[config.mk]
export PLATFORM = sky130hd
export DESIGN_NAME = ser_status_arm
export DESIGN_NICKNAME = d
export VERILOG_FILES = /design/src/rtl/ser_stat_pkg.sv /design/src/rtl/ser_bus_decode.sv /design/src/rtl/ser_flag_cell.sv /design/src/rtl/ser_status_arm.sv
export SDC_FILE = /design/constraint.sdc
export NUM_CORES = 1
export LEC_CHECK = 0
export BUFFER_PORTS_ARGS = -buffer_cell sky130_fd_sc_hd__buf_2
export CAP_MARGIN = 20
export CORE_ASPECT_RATIO = 0.6
export CORE_MARGIN = 5
export CORE_UTILIZATION = 43
export CTS_CLUSTER_DIAMETER = 30
export DETAILED_ROUTE_END_ITERATION = 6
export GPL_ROUTABILITY_DRIVEN = 0
export GPL_TIMING_DRIVEN = 1
export HOLD_SLACK_MARGIN = 0.15
export PLACE_DENSITY = 0.9
export SLEW_MARGIN = 40
export SYNTH_ARGS = -nofsm -noshare
export SYNTH_HDL_FRONTEND = slang
export SYNTH_HIERARCHICAL = 1
export SYNTH_SLANG_ARGS = --single-unit
[constraint.sdc]
create_clock -name clk -period 2.4 [get_ports clk]
set_input_delay 0.48 -clock clk [delete_from_list [all_inputs] [get_ports clk]]
set_output_delay 0.48 -clock clk [all_outputs]
set_load 0.02 [all_outputs]
[src/rtl/ser_stat_pkg.sv]
package ser_stat_pkg;
  localparam int unsigned NUM_FLAGS = 9;
  localparam int unsigned SR_WIDTH  = 16;
  localparam int unsigned CHAR_W    = 9;

  localparam int unsigned F_PF   = 0;
  localparam int unsigned F_FE   = 1;
  localparam int unsigned F_NF   = 2;
  localparam int unsigned F_OR   = 3;
  localparam int unsigned F_IDLE = 4;
  localparam int unsigned F_RAF  = 5;
  localparam int unsigned F_RDRF = 6;
  localparam int unsigned F_TC   = 7;
  localparam int unsigned F_TDRE = 8;

  localparam logic [NUM_FLAGS-1:0] TX_MASK  = 9'h180;
  localparam logic [NUM_FLAGS-1:0] RST_VAL  = 9'h180;

  typedef enum logic [1:0] {
    SZ_BYTE = 2'd0,
    SZ_HALF = 2'd1,
    SZ_WORD = 2'd2
  } acc_size_e;

  typedef struct packed {
    logic stat_rd;
    logic dat_rd;
    logic dat_wr;
    logic word_rd;
  } acc_dec_t;
endpackage

[src/rtl/ser_bus_decode.sv]
module ser_bus_decode
  import ser_stat_pkg::*;
(
  input  logic           en,
  input  logic           we,
  input  logic [1:0]     addr,
  input  logic [1:0]     size,
  output acc_dec_t       dec
);
  logic is_byte, is_half, is_word;

  always_comb begin
    is_byte = (size == SZ_BYTE);
    is_half = (size == SZ_HALF);
    is_word = (size == SZ_WORD);

    dec.word_rd = en && !we && is_word && (addr == 2'd0);
    dec.stat_rd = en && !we && !addr[1] &&
                  (is_byte || ((is_half || is_word) && (addr == 2'd0)));
    dec.dat_rd  = dec.word_rd ||
                  (en && !we && addr[1] &&
                   (is_byte || (is_half && (addr == 2'd2))));
    dec.dat_wr  = en && we &&
                  ((is_byte && (addr == 2'd3)) || (is_half && (addr == 2'd2)));
  end
endmodule

[src/rtl/ser_flag_cell.sv]
module ser_flag_cell #(
  parameter bit IS_TX   = 1'b0,
  parameter bit RST_ONE = 1'b0
) (
  input  logic clk,
  input  logic rst_n,
  input  logic set_i,
  input  logic hw_clr_i,
  input  logic stat_rd_i,
  input  logic dat_rd_i,
  input  logic dat_wr_i,
  input  logic word_rd_i,
  output logic flag_o
);
  logic flag_q, arm_q;
  logic clr_req;

  always_comb begin
    if (IS_TX) clr_req = arm_q && dat_wr_i;
    else       clr_req = (arm_q || (word_rd_i && flag_q)) && dat_rd_i;
  end

  always_ff @(posedge clk or negedge rst_n) begin
    if (!rst_n) begin
      flag_q <= RST_ONE;
      arm_q  <= 1'b0;
    end else begin
      if (set_i)                    flag_q <= 1'b1;
      else if (clr_req || hw_clr_i) flag_q <= 1'b0;

      if (clr_req || hw_clr_i)      arm_q <= 1'b0;
      else if (stat_rd_i)           arm_q <= flag_q;
    end
  end

  assign flag_o = flag_q;
endmodule

[src/rtl/ser_status_arm.sv]
module ser_status_arm
  import ser_stat_pkg::*;
#(
  parameter int unsigned NF = NUM_FLAGS,
  parameter int unsigned CW = CHAR_W
) (
  input  logic          clk,
  input  logic          rst_n,
  input  logic          bus_en,
  input  logic          bus_we,
  input  logic [1:0]    bus_addr,
  input  logic [1:0]    bus_size,
  input  logic [15:0]   bus_wdata,
  output logic [31:0]   bus_rdata,
  input  logic [CW-1:0] rx_data_in,
  output logic          tx_wr_stb,
  output logic [CW-1:0] tx_wr_data,
  input  logic [NF-1:0] set_pulse,
  input  logic          tdre_hw_clr,
  input  logic          rx_irq_en,
  input  logic          idle_irq_en,
  output logic [NF-1:0] flags,
  output logic          rx_irq,
  output logic          idle_irq
);
  localparam int unsigned SR_PAD = SR_WIDTH - NF;
  localparam int unsigned DR_PAD = 16 - CW;

  acc_dec_t dec;

  ser_bus_decode u_dec (
    .en   (bus_en),
    .we   (bus_we),
    .addr (bus_addr),
    .size (bus_size),
    .dec  (dec)
  );

  for (genvar i = 0; i < NF; i++) begin : g_flag
    localparam bit TX = TX_MASK[i];
    logic hw_clr;
    if (i == F_TDRE) begin : g_hw
      assign hw_clr = tdre_hw_clr;
    end else begin : g_nohw
      assign hw_clr = 1'b0;
    end
    ser_flag_cell #(.IS_TX(TX), .RST_ONE(RST_VAL[i])) u_cell (
      .clk       (clk),
      .rst_n     (rst_n),
      .set_i     (set_pulse[i]),
      .hw_clr_i  (hw_clr),
      .stat_rd_i (dec.stat_rd),
      .dat_rd_i  (dec.dat_rd),
      .dat_wr_i  (dec.dat_wr),
      .word_rd_i (dec.word_rd),
      .flag_o    (flags[i])
    );
  end

  assign bus_rdata = {{SR_PAD{1'b0}}, flags, {DR_PAD{1'b0}}, rx_data_in};

  always_comb begin
    tx_wr_stb  = dec.dat_wr;
    tx_wr_data = '0;
    if (dec.dat_wr) begin
      if (bus_size == SZ_HALF) tx_wr_data = bus_wdata[CW-1:0];
      else                     tx_wr_data = {1'b0, bus_wdata[CW-2:0]};
    end
  end

  assign rx_irq   = rx_irq_en && (flags[F_RDRF] || flags[F_OR]);
  assign idle_irq = idle_irq_en && flags[F_IDLE];
endmodule

Yosys cells after proc, flatten, opt, wreduce, memory -nomap -nowiden

Index checks and enable logic that the tools add are counted.

Output and inout port bits: 53
Register bits: 18

Multiplexer cells: 38
Reduce and logical (&&, ||, !) cells: 66
Eq/ne operators: 4

Operator list:

| kind                 | number |
|---|---|
| $mux W1              | 36 |
| $reduce_bool A2 Y1   | 18 |
| $logic_and A1 B1 Y1  | 30 |
| $mux W9              | 2 |
| $logic_or A1 B1 Y1   | 14 |
| $eq A2 B2 Y1 const B | 3 |
| $logic_not A2 Y1     | 2 |
| $eq A2 B1 Y1 const B | 1 |
| $logic_not A1 Y1     | 2 |

Logic depth before layout (Yosys ltp)

Word-level depth: 9
Depth in mapped cells: 6
Gate-level depth less buffers: 6

By module

The synthesis kept the hierarchy.

By module, submodules not included:

| module                               | instances | seq. area each (um^2) | area an instance (um^2) | cells an instance |
|---|---|---|---|---|
| ser_flag_cell (g_flag[0].u_cell ...) | 7         | 50.0                  | 92.6                    | 7 |
| ser_status_arm                       | 1         | 0.0                   | 327.8                   | 44 |
| ser_flag_cell (g_flag[7].u_cell ...) | 2         | 51.3                  | 85.1                    | 6 |
| ser_bus_decode                       | 1         | 0.0                   | 135.1                   | 16 |

Worst setup path after synthesis

No wires, ideal clock.

Path type: input port to flip-flop
Start point: in bus_size[0]
End point: reg g_flag[7].u_cell.arm_q
Arrival: 2.580 ns
Slack: -0.302 ns
Path buffers: 0
Required time: 2.278 ns
Cell stages on the path: 6
Cells stage by stage: inv_1 -> ha_1 -> nand2b_1 -> a211oi_1 -> mux2i_1 -> nor2b_1

RTL lines:

| item                 | RTL line             | RTL |
|---|---|---|
| start, declared      | ser_status_arm.sv:12 | `input logic [1:0] bus_size,` |
| end signal, assigned | ser_flag_cell.sv:32  | `else if (stat_rd_i) arm_q <= flag_q;` |
| end, declared        | ser_flag_cell.sv:15  | `logic flag_q, arm_q;` |

Worst setup path in the final report

Start point: in bus_size[1]
End point: out tx_wr_data[8]

Word-level cells in the longest chain between the ends: 5
Elaborated cells on any way between the ends: 8

RTL lines:

| item                                             | RTL line                                                         | RTL |
|---|---|---|
| $eq A2 B1 Y1 or $logic_not A2 Y1 (tied branches) | ser_bus_decode.sv:14, ser_status_arm.sv:66, ser_bus_decode.sv:13 |  |
| $logic_and A1 B1 Y1                              | ser_bus_decode.sv:24                                             | `((is_byte && (addr == 2'd3)) \|\| (is_half && (addr == 2'd2)));` |
| $logic_or A1 B1 Y1                               | ser_bus_decode.sv:24                                             |  |
| $logic_and A1 B1 Y1                              | ser_bus_decode.sv:23                                             | `dec.dat_wr = en && we &&` |
| $mux W9 (*)                                      | ser_status_arm.sv:65                                             | `if (dec.dat_wr) begin` |
| end, declared                                    | ser_status_arm.sv:17                                             | `output logic [CW-1:0] tx_wr_data,` |

Every way passes the cells marked *; elsewhere a longest branch is shown, timed or not.

==> run summary <==
The CTS clock-pin slew for the worst setup and hold paths is 0.06 ns, and the number of hold buffers added after CTS is 0. Counting the buffers created by CTS gives 3. The number of placed cells counting well taps was 221; the per-instance average area after synthesis was 10.6 um2. The run gives 0 as the total count of max-transition violations in the final report. In this run the cell area measured after placement is 1520 um2. Of all nets on the critical path, the largest fanout is 12. The logs give 1 for the deepest level of the CTS H-tree and 1.92 ns for the data required time at the worst endpoint. The detail route stage leaves a number of antenna-violating nets equal to 0. For this design the static power due to leakage is 0.833 nW.

The worst slack after detailed placement came out at 0.339 ns. The hold violation count in the final report was 0; the routed length per placed instance was 11.6 um. The worst-case clock skew was 0.000919 ns; the detailed router's first-iteration violation count was 25.

The analysis attributes to net switching a power of 0.000211 W. The worst-case IR drop observed on VDD is 244 uV. The cell that appears most often on the critical path is sky130_fd_sc_hd__buf_2. The worst stage delay on the critical path is 0.19 ns.

Period utilization: 0.849. The critical path goes through buf_2, inv_1, ha_1, mux2i_1, nor2_1, buf_4, and4b_1, buf_2. The fraction of layout instances using a drive strength above 1 was 0.525; the top-level I/O count was 98. The global routing usage summed across all routing layers was 0.124. STA classifies the critical path endpoint as an output pin. The number of warnings reported in the yosys synthesis log is 6. The initial core utilization is 0.446. The tools report the launching element type of the critical path as an input pin. The worst setup slack for register-to-register paths came out at 1.55 ns. The path class of the lowest-slack min-delay path was in -> async. The number of setup buffers added after CTS was 0; the sequential fraction of the synthesis area was 0.354. The tools report the number of global-route vias before repair as 925.

Counting distinct cell types in the post-synthesis netlist gives 26. For the total of endpoints with negative setup slack in the final report, the log shows 0. The smallest setup slack after layout was 0.363 ns. The critical-path cell with the highest stage delay was sky130_fd_sc_hd__ha_1. The category of the critical setup timing path is in -> out. At the end of the flow, the number of nets in the layout was 232. Number of fill cells: 284. Setup repair after global routing left no endpoint under its margin.

Internal power component: 0.000499 W. For the sequential share of power, the log shows 0.468. Flip-flop and latch count after synthesis: 18.

The die height is 52.3 um. In the routed design, unresolved DRC markers number 0. In the routed layout, each cell is associated on average with a via count of 4.39. The run gives 225 as the final non-filler cell total. The floorplan has 15 rows. Max-capacitance violation count: 0.

The run finished with clean final reports. After layout, the minimum clock period comes to 2.04 ns. The tools report the finished layout cell area as 1570 um2.

The die covers 4210 um2. The critical path arrival was 1.56 ns; the clock sink count was 18. Detailed placement HPWL: 2140 um.

The run gives 3 as the length of the first detailed-routing pass in iterations. For this run, the top clock speed supported by timing is 491 MHz. After global routing the overflow that remains totals 0. The area added between synthesis and finish is 22.5%, and the number of port buffers is 58. Clock latency on the worst-skew pair: 0.25 ns.

Relative contribution of the clock network to total power: 0.301. The run gives 4080 um as the first-pass GRT wire length. The total area inside the core boundary comes to 2870 um2. The total power consumption of the routed design is 0.000710 W, and the count of mapped cells out of synthesis is 121. The total number of vias was 988; the switching fraction of total power was 0.298.

The maximum number of buffers from clock root to sink is 2. TritonCTS built the clock tree. The aggregate routed wire length is 2600 um, and the initial antenna violation count is 0. 0 antenna diodes ended up in the layout. In this run the power density over the cells is 453 nW/um2. The die outline width is 80.5 um, and the post-cts sizing count is 0.

In the layout the commonest cells are 58 x sky130_fd_sc_hd__buf_2, 29 x sky130_fd_sc_hd__conb_1, 16 x sky130_fd_sc_hd__dfrtp_1, 10 x sky130_fd_sc_hd__inv_1, 8 x sky130_fd_sc_hd__and2_2. For the setup TNS after final layout, the log shows 0 ns. The library cell used most frequently in the layout, excluding fill and tap cells, is sky130_fd_sc_hd__buf_2.

The largest net degree at the start of global routing was 19. The summed instance area of the synthesized netlist is 1280 um2. The clock tree root buffer cell was sky130_fd_sc_hd__clkbuf_8. The portion of total power attributed to combinational logic is 0.231.
==> sequential cells by signal (all words and copies together), names as in the netlist <==
| register | count |
|---|---|
| g_flag.u_cell/arm_q | 9 |
| g_flag.u_cell/flag_o | 9 |
==> metal layers <==
metal  track usage  part of all wire  vias to the layer above
li1              -                 -                      492
met4        0.0253            0.0038                        0
met2         0.212              0.46                       35
met5             0                 0                        -
met1         0.146              0.44                      459
met3        0.0533             0.093                        2
==> Yosys cell counts <==
cell type | number | share of area
sky130_fd_sc_hd__a41o_1 | 7 | 0.055
sky130_fd_sc_hd__buf_4 | 32 | 0.19
sky130_fd_sc_hd__conb_1 | 1 | 0.0029
sky130_fd_sc_hd__nand2b_1 | 1 | 0.0049
sky130_fd_sc_hd__a21oi_2 | 2 | 0.014
sky130_fd_sc_hd__nor4b_2 | 7 | 0.082
sky130_fd_sc_hd__inv_1 | 10 | 0.029
sky130_fd_sc_hd__nand4b_1 | 1 | 0.0068
sky130_fd_sc_hd__a211oi_1 | 1 | 0.0059
sky130_fd_sc_hd__a31o_2 | 7 | 0.048
sky130_fd_sc_hd__o21ai_1 | 7 | 0.027
sky130_fd_sc_hd__nand3_1 | 1 | 0.0039
sky130_fd_sc_hd__and2_2 | 8 | 0.047
sky130_fd_sc_hd__ha_1 | 3 | 0.029
sky130_fd_sc_hd__nor2_1 | 1 | 0.0029
sky130_fd_sc_hd__nor4b_1 | 1 | 0.0068
sky130_fd_sc_hd__o21a_1 | 1 | 0.0059
sky130_fd_sc_hd__nand2b_4 | 1 | 0.011
sky130_fd_sc_hd__mux2i_1 | 4 | 0.031
sky130_fd_sc_hd__and2_1 | 1 | 0.0049
sky130_fd_sc_hd__a21o_2 | 2 | 0.014
sky130_fd_sc_hd__o31ai_2 | 1 | 0.0098
sky130_fd_sc_hd__nor2b_1 | 2 | 0.0098
sky130_fd_sc_hd__dfrtp_1 | 16 | 0.31
sky130_fd_sc_hd__and4b_1 | 1 | 0.0078
sky130_fd_sc_hd__dfstp_2 | 2 | 0.041
==> stage by stage <==
step | hold slack [ns] | utilization
2_1_floorplan | 0.184 | -
3_3_place_gp | 0.426 | 0.531
3_5_place_dp | 0.437 | 0.531
4_1_cts | 0.154 | 0.546
5_1_grt | 0.176 | 0.546
6_report | 0.150 | 0.546
==> area by class of cell <==
cell class                      instances  area, um2  area share
Clock buffer                            4       45.0      0.0287
Multi-Input combinational cell         89        661       0.421
Timing Repair Buffer                   62        320       0.204
Inverter                               10       37.5      0.0239
Tap cell                               42       52.6      0.0335
Sequential cell                        18        453       0.289
==> critical path: cells and delay by family <==
kind	cells	cell delay, ns
buffers and inverters	4	0.51
and+or+nand+nor	2	0.29
muxes	1	0.08
adders and majority gates	1	0.19
==> power groups by stage <==
stage / Sequential [W] / Combinational, W / Clock (W)
2_1_floorplan: 0.000350 / 0.000140 / 0
3_3_place_gp: 0.000337 / 0.000162 / 0
3_5_place_dp: 0.000338 / 0.000164 / 0
4_1_cts: 0.000333 / 0.000164 / 0.000225
5_1_grt: 0.000335 / 0.000179 / 0.000232
6_report: 0.000333 / 0.000164 / 0.000214
==> cell families (layout without fill, tap and decap cells) <==
logic type      count (synthesis)  after routing  share of synthesized area
buf+inv                        42             76                      0.217
compound gates                 28             28                      0.179
simple gates                   25             25                      0.187
flops                          18             18                      0.354
mux                             4              4                     0.0313
fa+ha+maj                       3              3                     0.0293
other cells                     1             29                    0.00293
==> worst paths after layout <==
kind | cells past startpoint | to | from
worst max-delay path | 8 | tx_wr_data[8] | bus_size[1]
worst min register to register | 1 | g_flag[1].u_cell/flag_o | g_flag[1].u_cell/flag_o
min in group clk | 2 | g_flag[8].u_cell/flag_o | set_pulse[8]
worst min-delay path | 1 | g_flag[3].u_cell/flag_o | rst_n
worst max register to register | 2 | g_flag[1].u_cell/arm_q | g_flag[1].u_cell/arm_q
max in group asynchronous | 1 | g_flag[8].u_cell/flag_o | rst_n
Power figures use the tool's default switching activity.
